$ cat src/rtl/nic_pkg.sv
// Shared types and fixed vector numbering for the nested interrupt controller.
// Assumes levels are two bits wide; level 3 is the non-interruptible level.
package nic_pkg;
    localparam int LVL_W = 2;
    typedef logic [LVL_W-1:0] lvl_t;

    localparam lvl_t LVL_MAX = 2'd3;

    // Vector 0 is reserved for reset and never presented as a grant.
    localparam int VEC_TRAP = 1;
    localparam int VEC_PIN  = 2;
    localparam int VEC_BASE = 3;

    // One saved context on the nesting stack.
    typedef struct packed {
        lvl_t level;
        logic pin;
    } frame_t;
endpackage

$ cat src/rtl/nic_level_regs.sv
// Per-source software level registers.
// Each source owns a two-bit level that resets to the maximum level.
// Writes with an index at or above NUM_SRC match no source and are dropped.
module nic_level_regs
    import nic_pkg::*;
#(
    parameter int NUM_SRC = 29,
    parameter int IDX_W   = 5
) (
    input  logic                      clk,
    input  logic                      rst_n,
    input  logic                      cfg_we,
    input  logic [IDX_W-1:0]          cfg_idx,
    input  lvl_t                      cfg_level,
    output logic [NUM_SRC-1:0][LVL_W-1:0] src_level
);
    localparam logic [IDX_W-1:0] LAST_IDX = IDX_W'(NUM_SRC - 1);

    for (genvar i = 0; i < NUM_SRC; i++) begin : g_src
        localparam logic [IDX_W-1:0] MY_IDX = IDX_W'(i);
        lvl_t lvl_q;

        // Hold this source's level; load it when the write index matches.
        always_ff @(posedge clk) begin
            if (!rst_n) begin
                lvl_q <= LVL_MAX;
            end else if (cfg_we && (cfg_idx == MY_IDX)) begin
                lvl_q <= cfg_level;
            end
        end

        assign src_level[i] = lvl_q;
    end

    // An in-range write lands in the addressed source on the next edge.
    assert_cfg_write_R2: assert property (@(posedge clk) disable iff (!rst_n)
        (cfg_we && (cfg_idx <= LAST_IDX)) |=> (src_level[$past(cfg_idx)] == $past(cfg_level)));
endmodule

$ cat src/rtl/nic_arbiter.sv
// Two-stage maskable arbitration, purely combinational.
// Stage one picks the highest programmed level strictly above the current mask.
// Stage two picks the lowest index among the requests at that level.
// Level 0 is never above any mask, so it has no request vector.
module nic_arbiter
    import nic_pkg::*;
#(
    parameter int NUM_SRC = 29,
    parameter int IDX_W   = 5
) (
    input  logic [NUM_SRC-1:0]            req,
    input  logic [NUM_SRC-1:0][LVL_W-1:0] src_level,
    input  lvl_t                          cur_level,
    output logic                          win_valid,
    output logic [IDX_W-1:0]              win_idx,
    output lvl_t                          win_level
);
    logic [NUM_SRC-1:0] hit [1:3];
    logic [NUM_SRC-1:0] sel;

    for (genvar l = 1; l < 4; l++) begin : g_lvl
        for (genvar i = 0; i < NUM_SRC; i++) begin : g_bit
            assign hit[l][i] = req[i] && (src_level[i] == lvl_t'(l));
        end
    end

    // Stage one: the highest level with any request above the mask.
    always_comb begin
        win_valid = 1'b0;
        win_level = '0;
        sel       = '0;
        for (int l = 1; l < 4; l++) begin
            if ((|hit[l]) && (lvl_t'(l) > cur_level)) begin
                win_valid = 1'b1;
                win_level = lvl_t'(l);
                sel       = hit[l];
            end
        end
    end

    // Stage two: the lowest index set in the chosen level's vector.
    always_comb begin
        win_idx = '0;
        for (int i = NUM_SRC - 1; i >= 0; i--) begin
            if (sel[i]) win_idx = IDX_W'(i);
        end
    end
endmodule

$ cat src/rtl/nic_level_stack.sv
// Current mask level plus a stack of saved contexts.
// A push saves the running level and pin flag, then loads the new context.
// A pop restores the newest saved context; a pop on an empty stack is dropped.
// Priority order: push, then pop, then a direct mask write.
// Assumes DEPTH is a power of two.
module nic_level_stack
    import nic_pkg::*;
#(
    parameter int DEPTH = 4
) (
    input  logic clk,
    input  logic rst_n,
    input  logic push,
    input  lvl_t push_level,
    input  logic push_pin,
    input  logic pop,
    input  logic mask_we,
    input  lvl_t mask_level,
    output lvl_t cur_level,
    output logic in_pin,
    output logic nested,
    output logic full
);
    localparam int PTR_W = (DEPTH > 1) ? $clog2(DEPTH) : 1;
    localparam int CNT_W = $clog2(DEPTH + 1);
    localparam logic [CNT_W-1:0] FULL_CNT = CNT_W'(DEPTH);

    frame_t           stk [DEPTH];
    logic [CNT_W-1:0] cnt_q;
    logic [CNT_W-1:0] cnt_m1;
    lvl_t             cur_q;
    logic             pin_q;

    assign cnt_m1    = cnt_q - 1'b1;
    assign full      = (cnt_q == FULL_CNT);
    assign nested    = (cnt_q != '0);
    assign cur_level = cur_q;
    assign in_pin    = pin_q;

    // Update the running context and the stack depth.
    always_ff @(posedge clk) begin
        if (!rst_n) begin
            cur_q <= LVL_MAX;
            pin_q <= 1'b0;
            cnt_q <= '0;
        end else if (push && !full) begin
            cur_q <= push_level;
            pin_q <= push_pin;
            cnt_q <= cnt_q + 1'b1;
        end else if (pop && nested) begin
            cur_q <= stk[cnt_m1[PTR_W-1:0]].level;
            pin_q <= stk[cnt_m1[PTR_W-1:0]].pin;
            cnt_q <= cnt_m1;
        end else if (mask_we) begin
            cur_q <= mask_level;
        end
    end

    // Save the running context into the next free slot on a push.
    always_ff @(posedge clk) begin
        if (push && !full) begin
            stk[cnt_q[PTR_W-1:0]] <= '{level: cur_q, pin: pin_q};
        end
    end

    assert_depth_bound_R11: assert property (@(posedge clk) disable iff (!rst_n)
        cnt_q <= FULL_CNT);

    assert_push_depth_R7: assert property (@(posedge clk) disable iff (!rst_n)
        (push && !full) |=> (cnt_q == $past(cnt_q) + 1'b1));

    assert_empty_rti_R8: assert property (@(posedge clk) disable iff (!rst_n)
        (pop && !nested && !push && !mask_we) |=> $stable(cur_level));
endmodule

$ cat src/rtl/nest_irq_ctrl.sv
// Nested priority interrupt controller top.
// Picks among the pin interrupt, the trap and the maskable winner, in that order.
// The grant is registered, so it appears one cycle after the request.
// An acknowledge pushes the context and drops the grant for one cycle.
// Assumes the CPU acknowledges only while irq_valid is high.
module nest_irq_ctrl
    import nic_pkg::*;
#(
    parameter int  NUM_SRC     = 29,
    parameter int  STACK_DEPTH = 4,
    localparam int IDX_W       = (NUM_SRC > 1) ? $clog2(NUM_SRC) : 1,
    localparam int VEC_W       = $clog2(NUM_SRC + VEC_BASE)
) (
    input  logic               clk,
    input  logic               rst_n,
    input  logic [NUM_SRC-1:0] src_req,
    input  logic               trap_req,
    input  logic               hipin_req,
    input  logic               cfg_we,
    input  logic [IDX_W-1:0]   cfg_idx,
    input  logic [1:0]         cfg_level,
    input  logic               mask_we,
    input  logic [1:0]         mask_level,
    input  logic               cpu_ack,
    input  logic               cpu_rti,
    output logic               irq_valid,
    output logic [VEC_W-1:0]   irq_vector,
    output logic [1:0]         irq_level,
    output logic [1:0]         cur_level
);
    localparam logic [VEC_W-1:0] V_TRAP = VEC_W'(VEC_TRAP);
    localparam logic [VEC_W-1:0] V_PIN  = VEC_W'(VEC_PIN);
    localparam logic [VEC_W-1:0] V_BASE = VEC_W'(VEC_BASE);

    logic [NUM_SRC-1:0][LVL_W-1:0] src_lvl;
    lvl_t             run_lvl;
    logic             in_pin, nested, stk_full;
    logic             arb_valid;
    logic [IDX_W-1:0] arb_idx;
    lvl_t             arb_lvl;
    logic             nxt_valid, nxt_pin;
    logic [VEC_W-1:0] nxt_vec;
    lvl_t             nxt_lvl;
    logic             grant_pin_q;
    logic             lvl3_busy;
    logic             take;

    nic_level_regs #(.NUM_SRC(NUM_SRC), .IDX_W(IDX_W)) lvl_regs_i (
        .clk       (clk),
        .rst_n     (rst_n),
        .cfg_we    (cfg_we),
        .cfg_idx   (cfg_idx),
        .cfg_level (cfg_level),
        .src_level (src_lvl)
    );

    nic_arbiter #(.NUM_SRC(NUM_SRC), .IDX_W(IDX_W)) arb_i (
        .req       (src_req),
        .src_level (src_lvl),
        .cur_level (run_lvl),
        .win_valid (arb_valid),
        .win_idx   (arb_idx),
        .win_level (arb_lvl)
    );

    assign take = cpu_ack && irq_valid;

    nic_level_stack #(.DEPTH(STACK_DEPTH)) stack_i (
        .clk        (clk),
        .rst_n      (rst_n),
        .push       (take),
        .push_level (irq_level),
        .push_pin   (grant_pin_q),
        .pop        (cpu_rti),
        .mask_we    (mask_we),
        .mask_level (mask_level),
        .cur_level  (run_lvl),
        .in_pin     (in_pin),
        .nested     (nested),
        .full       (stk_full)
    );

    assign cur_level = run_lvl;
    assign lvl3_busy = nested && (run_lvl == LVL_MAX);

    // Choose the next grant: pin interrupt, then trap, then the maskable winner.
    always_comb begin
        nxt_valid = 1'b0;
        nxt_pin   = 1'b0;
        nxt_vec   = '0;
        nxt_lvl   = '0;
        if (!stk_full) begin
            if (hipin_req && !in_pin) begin
                nxt_valid = 1'b1;
                nxt_pin   = 1'b1;
                nxt_vec   = V_PIN;
                nxt_lvl   = LVL_MAX;
            end else if (trap_req && !lvl3_busy) begin
                nxt_valid = 1'b1;
                nxt_vec   = V_TRAP;
                nxt_lvl   = LVL_MAX;
            end else if (arb_valid) begin
                nxt_valid = 1'b1;
                nxt_vec   = VEC_W'(arb_idx) + V_BASE;
                nxt_lvl   = arb_lvl;
            end
        end
    end

    // Register the grant; an acknowledge drops it for one cycle.
    always_ff @(posedge clk) begin
        if (!rst_n || cpu_ack) begin
            irq_valid   <= 1'b0;
            irq_vector  <= '0;
            irq_level   <= '0;
            grant_pin_q <= 1'b0;
        end else begin
            irq_valid   <= nxt_valid;
            irq_vector  <= nxt_vec;
            irq_level   <= nxt_lvl;
            grant_pin_q <= nxt_pin;
        end
    end

    assert_mask_strict_R3: assert property (@(posedge clk) disable iff (!rst_n)
        (irq_valid && (irq_vector >= V_BASE)) |-> (irq_level > $past(run_lvl)));

    assert_ack_clears_R7: assert property (@(posedge clk) disable iff (!rst_n)
        cpu_ack |=> !irq_valid);

    assert_trap_lvl3_R9: assert property (@(posedge clk) disable iff (!rst_n)
        (irq_valid && (irq_vector == V_TRAP)) |-> !$past(lvl3_busy));

    assert_pin_no_reenter_R10: assert property (@(posedge clk) disable iff (!rst_n)
        (irq_valid && (irq_vector == V_PIN)) |-> !$past(in_pin));

    assert_full_blocks_R11: assert property (@(posedge clk) disable iff (!rst_n)
        irq_valid |-> !$past(stk_full));
endmodule

$ cat config.mk
export PLATFORM = sky130hd
export DESIGN_NAME = nest_irq_ctrl
export DESIGN_NICKNAME = d
export VERILOG_FILES = /design/src/rtl/nic_pkg.sv /design/src/rtl/nic_level_regs.sv /design/src/rtl/nic_arbiter.sv /design/src/rtl/nic_level_stack.sv /design/src/rtl/nest_irq_ctrl.sv
export SDC_FILE = /design/constraint.sdc
export NUM_CORES = 1
export LEC_CHECK = 0
export BUFFER_PORTS_ARGS = -buffer_cell sky130_fd_sc_hd__buf_4
export CELL_PAD_IN_SITES_DETAIL_PLACEMENT = 1
export CELL_PAD_IN_SITES_GLOBAL_PLACEMENT = 2
export CORE_MARGIN = 3
export CORE_UTILIZATION = 39
export CTS_CLUSTER_SIZE = 10
export DETAILED_ROUTE_END_ITERATION = 10
export GPL_TIMING_DRIVEN = 0
export PLACE_DENSITY = 0.95
export SETUP_SLACK_MARGIN = 0.2
export SYNTH_ARGS = -nofsm -noshare
export SYNTH_HDL_FRONTEND = slang
export SYNTH_HIERARCHICAL = 1
export SYNTH_SLANG_ARGS = --single-unit
$ cat constraint.sdc
create_clock -name clk -period 9.5 [get_ports clk]
set_input_delay 1.9 -clock clk [delete_from_list [all_inputs] [get_ports clk]]
set_output_delay 1.9 -clock clk [all_outputs]
set_load 0.005 [all_outputs]
==> flow_metrics.tcl, run 1 <==
set metrics [dict create \
    vias 6820 \
    grt_max_degree 16 \
    globalplace.congestion 1.01 \
    slew_viol_final 0 \
    rrSetupSlack_ps 4510 \
    worstMarginPinSlew_ps 887 \
    drt_pass1_iterations 5 \
    met1_length_um 10700 \
    dieArea_um2 17400 \
    setup_tns_ps 0 \
    maxCapViolations 0 \
    crit_path_frequent_cell "buf_2" \
    layout-drive-gt1-share 0.170 \
    synth_nets 821 \
    syn_avg_cell_area_um2 8.05 \
    slowest_delay_ps 740 \
    clk_pin_slew_worst_paths_ps 70 \
    n_fill_cell 1855 \
    routed-wl-met2_um 12300 \
    ant_nets 0 \
    finalHoldViolations 0 \
    yosys.area.top_type "dfxtp_1" \
    placed_area_um2 6870 \
    status "finished clean" \
    peakVddDrop_uv 90.5 \
    synth_area_um2 6190 \
    fin_area_um2 7200 \
    final_cell_mix "89 x nand2_1, 73 x dfxtp_1, 72 x nand3_1, 56 x buf_4, 55 x o21ai_0" \
    synth_warnings 6 \
    cts_sinks 85 \
    synth-main-ff-cell "dfxtp_1" \
    power.leakage_nw 2.71 \
    ys_ff_latch 85 \
    hold_depth 0 \
    portBuffers 55 \
    yosysSeqAreaShare 0.294 \
    crit_chain "buf_4 > and3_1 > a31oi_1 > and4_1 > buf_2 > a31oi_2 > buf_2 > buf_2 > nand3_1 > a31oi_1 > nor4_1 > o211ai_2 > nor2_1 > o41ai_2 > inv_1 > ha_1 > nand3b_1 > xnor2_1 > and4_1" \
    h-tree-depth 3 \
    grt_pass1_vias 6885 \
    antenna_cells 0 \
    pin_count 56 \
    path_buf_inv 5 \
    postCtsHoldBufs 0 \
    crit_type "in -> reg" \
    grt_pass1_wl_um 39800 \
    netlist_instances 769 \
    cp_slowest_cell "a31oi_1" \
    path_max_fanout 10 \
    skew_ps 11.8 \
    maxSlewHeadroom 0.407 \
    antenna_found_initial 0 \
    r2r-end "irq_vector[4]" \
    vias_per_cell 6.49 \
    dp_hpwl_um 20300 \
    synth-edff-count 12 \
    end_kind "flip-flop" \
    post_drt_wl_per_cell_um 24.8 \
    holdPathEnd "stack_i/stk[1][0]" \
    cts.repair.resized 0 \
    worstPathRequired_ps 9760 \
    dr.first_iter.drc_count 480 \
    setup_violations 0 \
    multiInputGateArea_um2 4000 \
    floorplan.initialDensity 0.403 \
    clock-root-buffer "clkbuf_16" \
    hold_start "stack_i/in_pin" \
    synthTopCellsByArea "dfxtp_1 24%, nand3_1 5.8%, edfxtp_1 5.8%, nand2_1 5.4%, o21ai_0 4.4%" \
    clock.fmax_ghz 0.163 \
    cp.arrival_ps 6390 \
    yosysUniqueCellTypes 93 \
    seq_area_um2 1820 \
    async_flop_share 0 \
    rr_worst_depth 18 \
    track_usage 0.293 \
    cp_top_family "compound AO/OA/AOI/OAI gates" \
    crit_path_start_kind "primary input" \
    die_y_um 132 \
    period_share 0.646 \
    dr.max_layer_used "met4" \
    overflow 0 \
    rows 45 \
    worstHoldPathType "reg -> reg" \
    die_x_um 132 \
    cts_made_buffers 9 \
    fp.coreArea_um2 15400 \
    synth.top_cell.area_share 0.236 \
    clk_latency_ps 360 \
    post-route-min-period_ps 6130 \
    cts_max_path_buffers 2 \
    syn2layout_area_growth_pct 16.3 \
    cts_tree "built" \
    finalNetCount 887 \
    rsz0062_at_grt "no" \
    postRouteWirelength_um 26000 \
    power_density_nw_per_um2 218 \
    drc 0 \
    wl_met3_um 1640 \
    cts_setup_buffers 0 \
    r2r-start "lvl_regs_i/g_src[5].lvl_q[1]" \
    final_common_cell "nand2_1" \
]
[registers in the layout (all words and copies together) (netlist names)]
register	flops
stack_i/stk	12
irq_valid	1
stack_i/cnt_q	3
stack_i/cur_level	2
irq_level	2
lvl_regs_i/g_src.lvl_q	58
stack_i/in_pin	1
irq_vector	5
grant_pin_q	1
[cells in the mapped netlist (8+ instances only)]
| cell | n |
|---|---|
| nand2_1 | 89 |
| dfxtp_1 | 73 |
| nand3_1 | 72 |
| o21ai_0 | 55 |
| o211ai_1 | 32 |
| inv_1 | 29 |
| nand4_1 | 26 |
| clkbuf_1 | 21 |
| nor2b_1 | 21 |
| buf_2 | 20 |
| nand2b_1 | 20 |
| nor2_1 | 19 |
| a31oi_1 | 18 |
| nand3b_1 | 18 |
| nor3b_1 | 15 |
| o22ai_1 | 15 |
| a21oi_1 | 12 |
| edfxtp_1 | 12 |
| nor4_1 | 11 |
| a311oi_1 | 10 |
| o21ai_1 | 10 |
| or4_1 | 10 |
| a211oi_1 | 9 |
| and3_1 | 8 |
[report_power, final]
part	switching [mW]	internal [mW]	leakage [nW]
combinational	0.453	0.284	1.85
sequential	0.0352	0.395	0.701
clock	0.159	0.240	0.160
[per-stage QoR]
step	hold WS, ps	cells	util	setup slack (ps)	power (mW)
finish	570	1051	0.468	3370	1.57
global route	592	1051	0.468	3250	1.65
CTS	559	1051	0.468	3510	1.56
detailed placement	554	1035	0.447	3190	1.16
global placement	553	1035	0.447	3310	1.13
floorplan	483	769	-	4490	0.920
[how the worst max path moves through the flow]
stage	start	to	cells past startpoint
6_report	src_req[5]	irq_vector[4]	19
5_1_grt	src_req[5]	irq_vector[4]	19
4_1_cts	src_req[5]	irq_vector[4]	19
3_5_place_dp	src_req[5]	irq_vector[4]	19
3_3_place_gp	src_req[0]	irq_vector[4]	19
2_1_floorplan	src_req[8]	irq_vector[4]	15
[logic make-up after synthesis]
family | Yosys count | share of synthesized area
xor gates and xnor gates | 4 | 0.00566
adders and majority gates | 6 | 0.0121
and+or+nand+nor | 367 | 0.356
muxes | 6 | 0.0164
AOI/OAI and AO/OA | 223 | 0.257
buffers and inverters | 78 | 0.0586
DFF | 85 | 0.294
[layer usage]
layer / vias to the layer above / track usage
met5: - / 0
met3: 87 / 0.0492
met1: 3354 / 0.365
met4: 0 / 0.155
li1: 3104 / -
met2: 275 / 0.485
[layout make-up]
type	instances	share of cell area
Inverter	31	0.0162
Clock inverter	6	0.0127
Timing Repair Buffer	55	0.0574
Buffer	47	0.0343
Sequential cell	85	0.253
Clock buffer	10	0.0332
Multi-Input combinational cell	606	0.556
Tap cell	211	0.0367
[worst register-to-register path, stage by stage (launching register included)]
cell	delay (ps)
dfxtp_1	460
and3_1	230
a31oi_1	70
and4_1	200
buf_2	190
a31oi_2	530
buf_2	400
buf_2	320
nand3_1	130
a31oi_1	740
nor4_1	150
o211ai_2	130
nor2_1	80
o41ai_2	360
inv_1	140
ha_1	250
nand3b_1	180
xnor2_1	140
and4_1	190
Power figures use the tool's default switching activity.
==> run 2: changes to the inputs <==
- CORE_UTILIZATION: 39 -> 33
- PLACE_DENSITY: 0.95 -> 0.9
- clock period: 9.5 -> 5.5 ns (I/O delays scaled with it)
==> run 2 against run 1 <==
Utilization is 7.2 points lower. Critical path depth unchanged. Total power rose by 68%. Die area up 17%. Count of clock-buffer cells in the layout shrank 1. First-iteration DRC count rose by 19%. Via count down 2.7%.
==> flow_metrics.tcl, run 2 (synthesis gave the netlist of run 1 again) <==
set metrics [dict create \
    power_density_nw_per_um2 365 \
    worstPathRequired_ps 5740 \
    clk_latency_ps 360 \
    overflow 0 \
    vias_per_cell 6.21 \
    peakVddDrop_uv 169 \
    rows 49 \
    vias 6635 \
    worstMarginPinSlew_ps 744 \
    skew_ps 14.5 \
    fp.coreArea_um2 18200 \
    crit_path_frequent_cell "buf_2" \
    ant_nets 0 \
    pin_count 56 \
    placed_area_um2 6890 \
    r2r-start "lvl_regs_i/g_src[0].lvl_q[1]" \
    worstHoldPathType "reg -> reg" \
    cp_slowest_cell "a31oi_2" \
    postRouteWirelength_um 25200 \
    slew_viol_final 0 \
    crit_chain "buf_4 > and3_1 > a31oi_1 > and4_1 > buf_2 > a31oi_2 > buf_2 > buf_2 > nand3_1 > a31oi_1 > a21oi_1 > o211ai_2 > nor2_1 > o41ai_2 > inv_1 > ha_1 > nand3b_1 > xnor2_1 > and4_1" \
    rrSetupSlack_ps 650 \
    drt_pass1_iterations 5 \
    post_drt_wl_per_cell_um 23.6 \
    period_share 0.943 \
    cp.arrival_ps 5430 \
    timing.hold.ws_ps 563 \
    cts_made_buffers 9 \
    grt_max_degree 18 \
    power.leakage_nw 2.71 \
    floorplan.initialDensity 0.340 \
    track_usage 0.248 \
    n_fill_cell 2205 \
    crit_end "irq_vector[4]" \
    finalNetCount 887 \
    die_x_um 143 \
    final_cells 1069 \
    slowest_delay_ps 500 \
    dpl.cell_count 1053 \
    syn2layout_area_growth_pct 16.5 \
    cts_sinks 85 \
    dp_hpwl_um 19700 \
    crit_type "in -> reg" \
    setup_violations 0 \
    post-route-min-period_ps 5190 \
    fin_area_um2 7210 \
    grt_pass1_vias 6504 \
    totalPowerFinal_mw 2.64 \
    cts_setup_buffers 0 \
    pre_cts_slack_ps 24.0 \
    largest_register_ffs 58 \
    clock-root-buffer "clkbuf_16" \
    path_max_fanout 10 \
    setup_tns_ps 0 \
    clk_pin_slew_worst_paths_ps 70 \
    h-tree-depth 3 \
    final_cell_mix "89 x nand2_1, 73 x dfxtp_1, 72 x nand3_1, 56 x buf_4, 55 x o21ai_0" \
    finalHoldViolations 0 \
    globalplace.congestion 0.953 \
    r2r-end "irq_vector[4]" \
    crit_path_start_kind "primary input" \
    cts_tree "built" \
    grt_pass1_wl_um 38500 \
    layout-drive-gt1-share 0.173 \
    maxSlewHeadroom 0.504 \
    antenna_cells 0 \
    worstSetupStartpoint "src_req[0]" \
    status "finished clean" \
    clock.fmax_ghz 0.193 \
    layout_setup_ws_ps 312 \
    end_kind "flip-flop" \
    cts_max_path_buffers 2 \
    final_common_cell "nand2_1" \
    portBuffers 55 \
    rr_worst_depth 18 \
    die_y_um 143 \
    dieArea_um2 20400 \
    top_register "lvl_regs_i/g_src.lvl_q" \
    antenna_found_initial 0 \
    dr.first_iter.drc_count 570 \
    final_core_util 0.396 \
    maxCapViolations 0 \
    rsz0062_at_grt "no" \
    drc 0 \
]
run 2: repair_timing:
item / CTS / global route
setup endpoints to repair: 0 / 1
endpoints found under the hold margin: 0 / 0
resized for setup: 0 / 3
hold buffers: 0 / 0
run 2: worst min path at each step:
| stage | slack, ps | end | start | cells past startpoint |
|---|---|---|---|---|
| 4_1_cts | 570 | stack_i/stk[3][0] | stack_i/in_pin | 0 |
| 2_1_floorplan | 480 | stack_i/stk[0][0] | stack_i/in_pin | 0 |
| 5_1_grt | 590 | stack_i/stk[3][0] | stack_i/in_pin | 0 |
| 3_5_place_dp | 560 | stack_i/stk[0][0] | stack_i/in_pin | 0 |
| 3_3_place_gp | 540 | stack_i/stk[0][0] | stack_i/in_pin | 0 |
| 6_report | 560 | stack_i/stk[0][0] | stack_i/in_pin | 0 |
run 2: critical path, delay by kind of cell:
kind	cells	cell delay, ps
AOI/OAI and AO/OA	6	1880
and+or+nand+nor	6	930
xor gates and xnor gates	1	140
adders and majority gates	1	240
buffers and inverters	5	1130
run 2: power breakdown:
group	internal (mW)	leakage [nW]	total (mW)	switching, mW
sequential	0.682	0.701	0.740	0.0578
combinational	0.492	1.85	1.24	0.744
clock	0.365	0.158	0.660	0.294
run 2: cell type report:
| class | instances | area, um2 | area share |
|---|---|---|---|
| plain buffers | 47 | 248 | 0.0344 |
| clock buffers | 9 | 225 | 0.0312 |
| clock inverters | 7 | 91.3 | 0.0127 |
| inverters | 31 | 116 | 0.0161 |
| multi-input cells | 606 | 4010 | 0.556 |
| flip-flops and latches | 85 | 1820 | 0.253 |
| well taps | 229 | 287 | 0.0397 |
| repair buffers | 55 | 413 | 0.0573 |
run 2: per-layer routing:
layer  vias up  track usage  share of wire
met3        48       0.0449          0.058
met2       223        0.405           0.47
li1       3095            -              -
met4         0       0.0865          0.030
met5         -            0              0
met1      3269        0.330           0.44
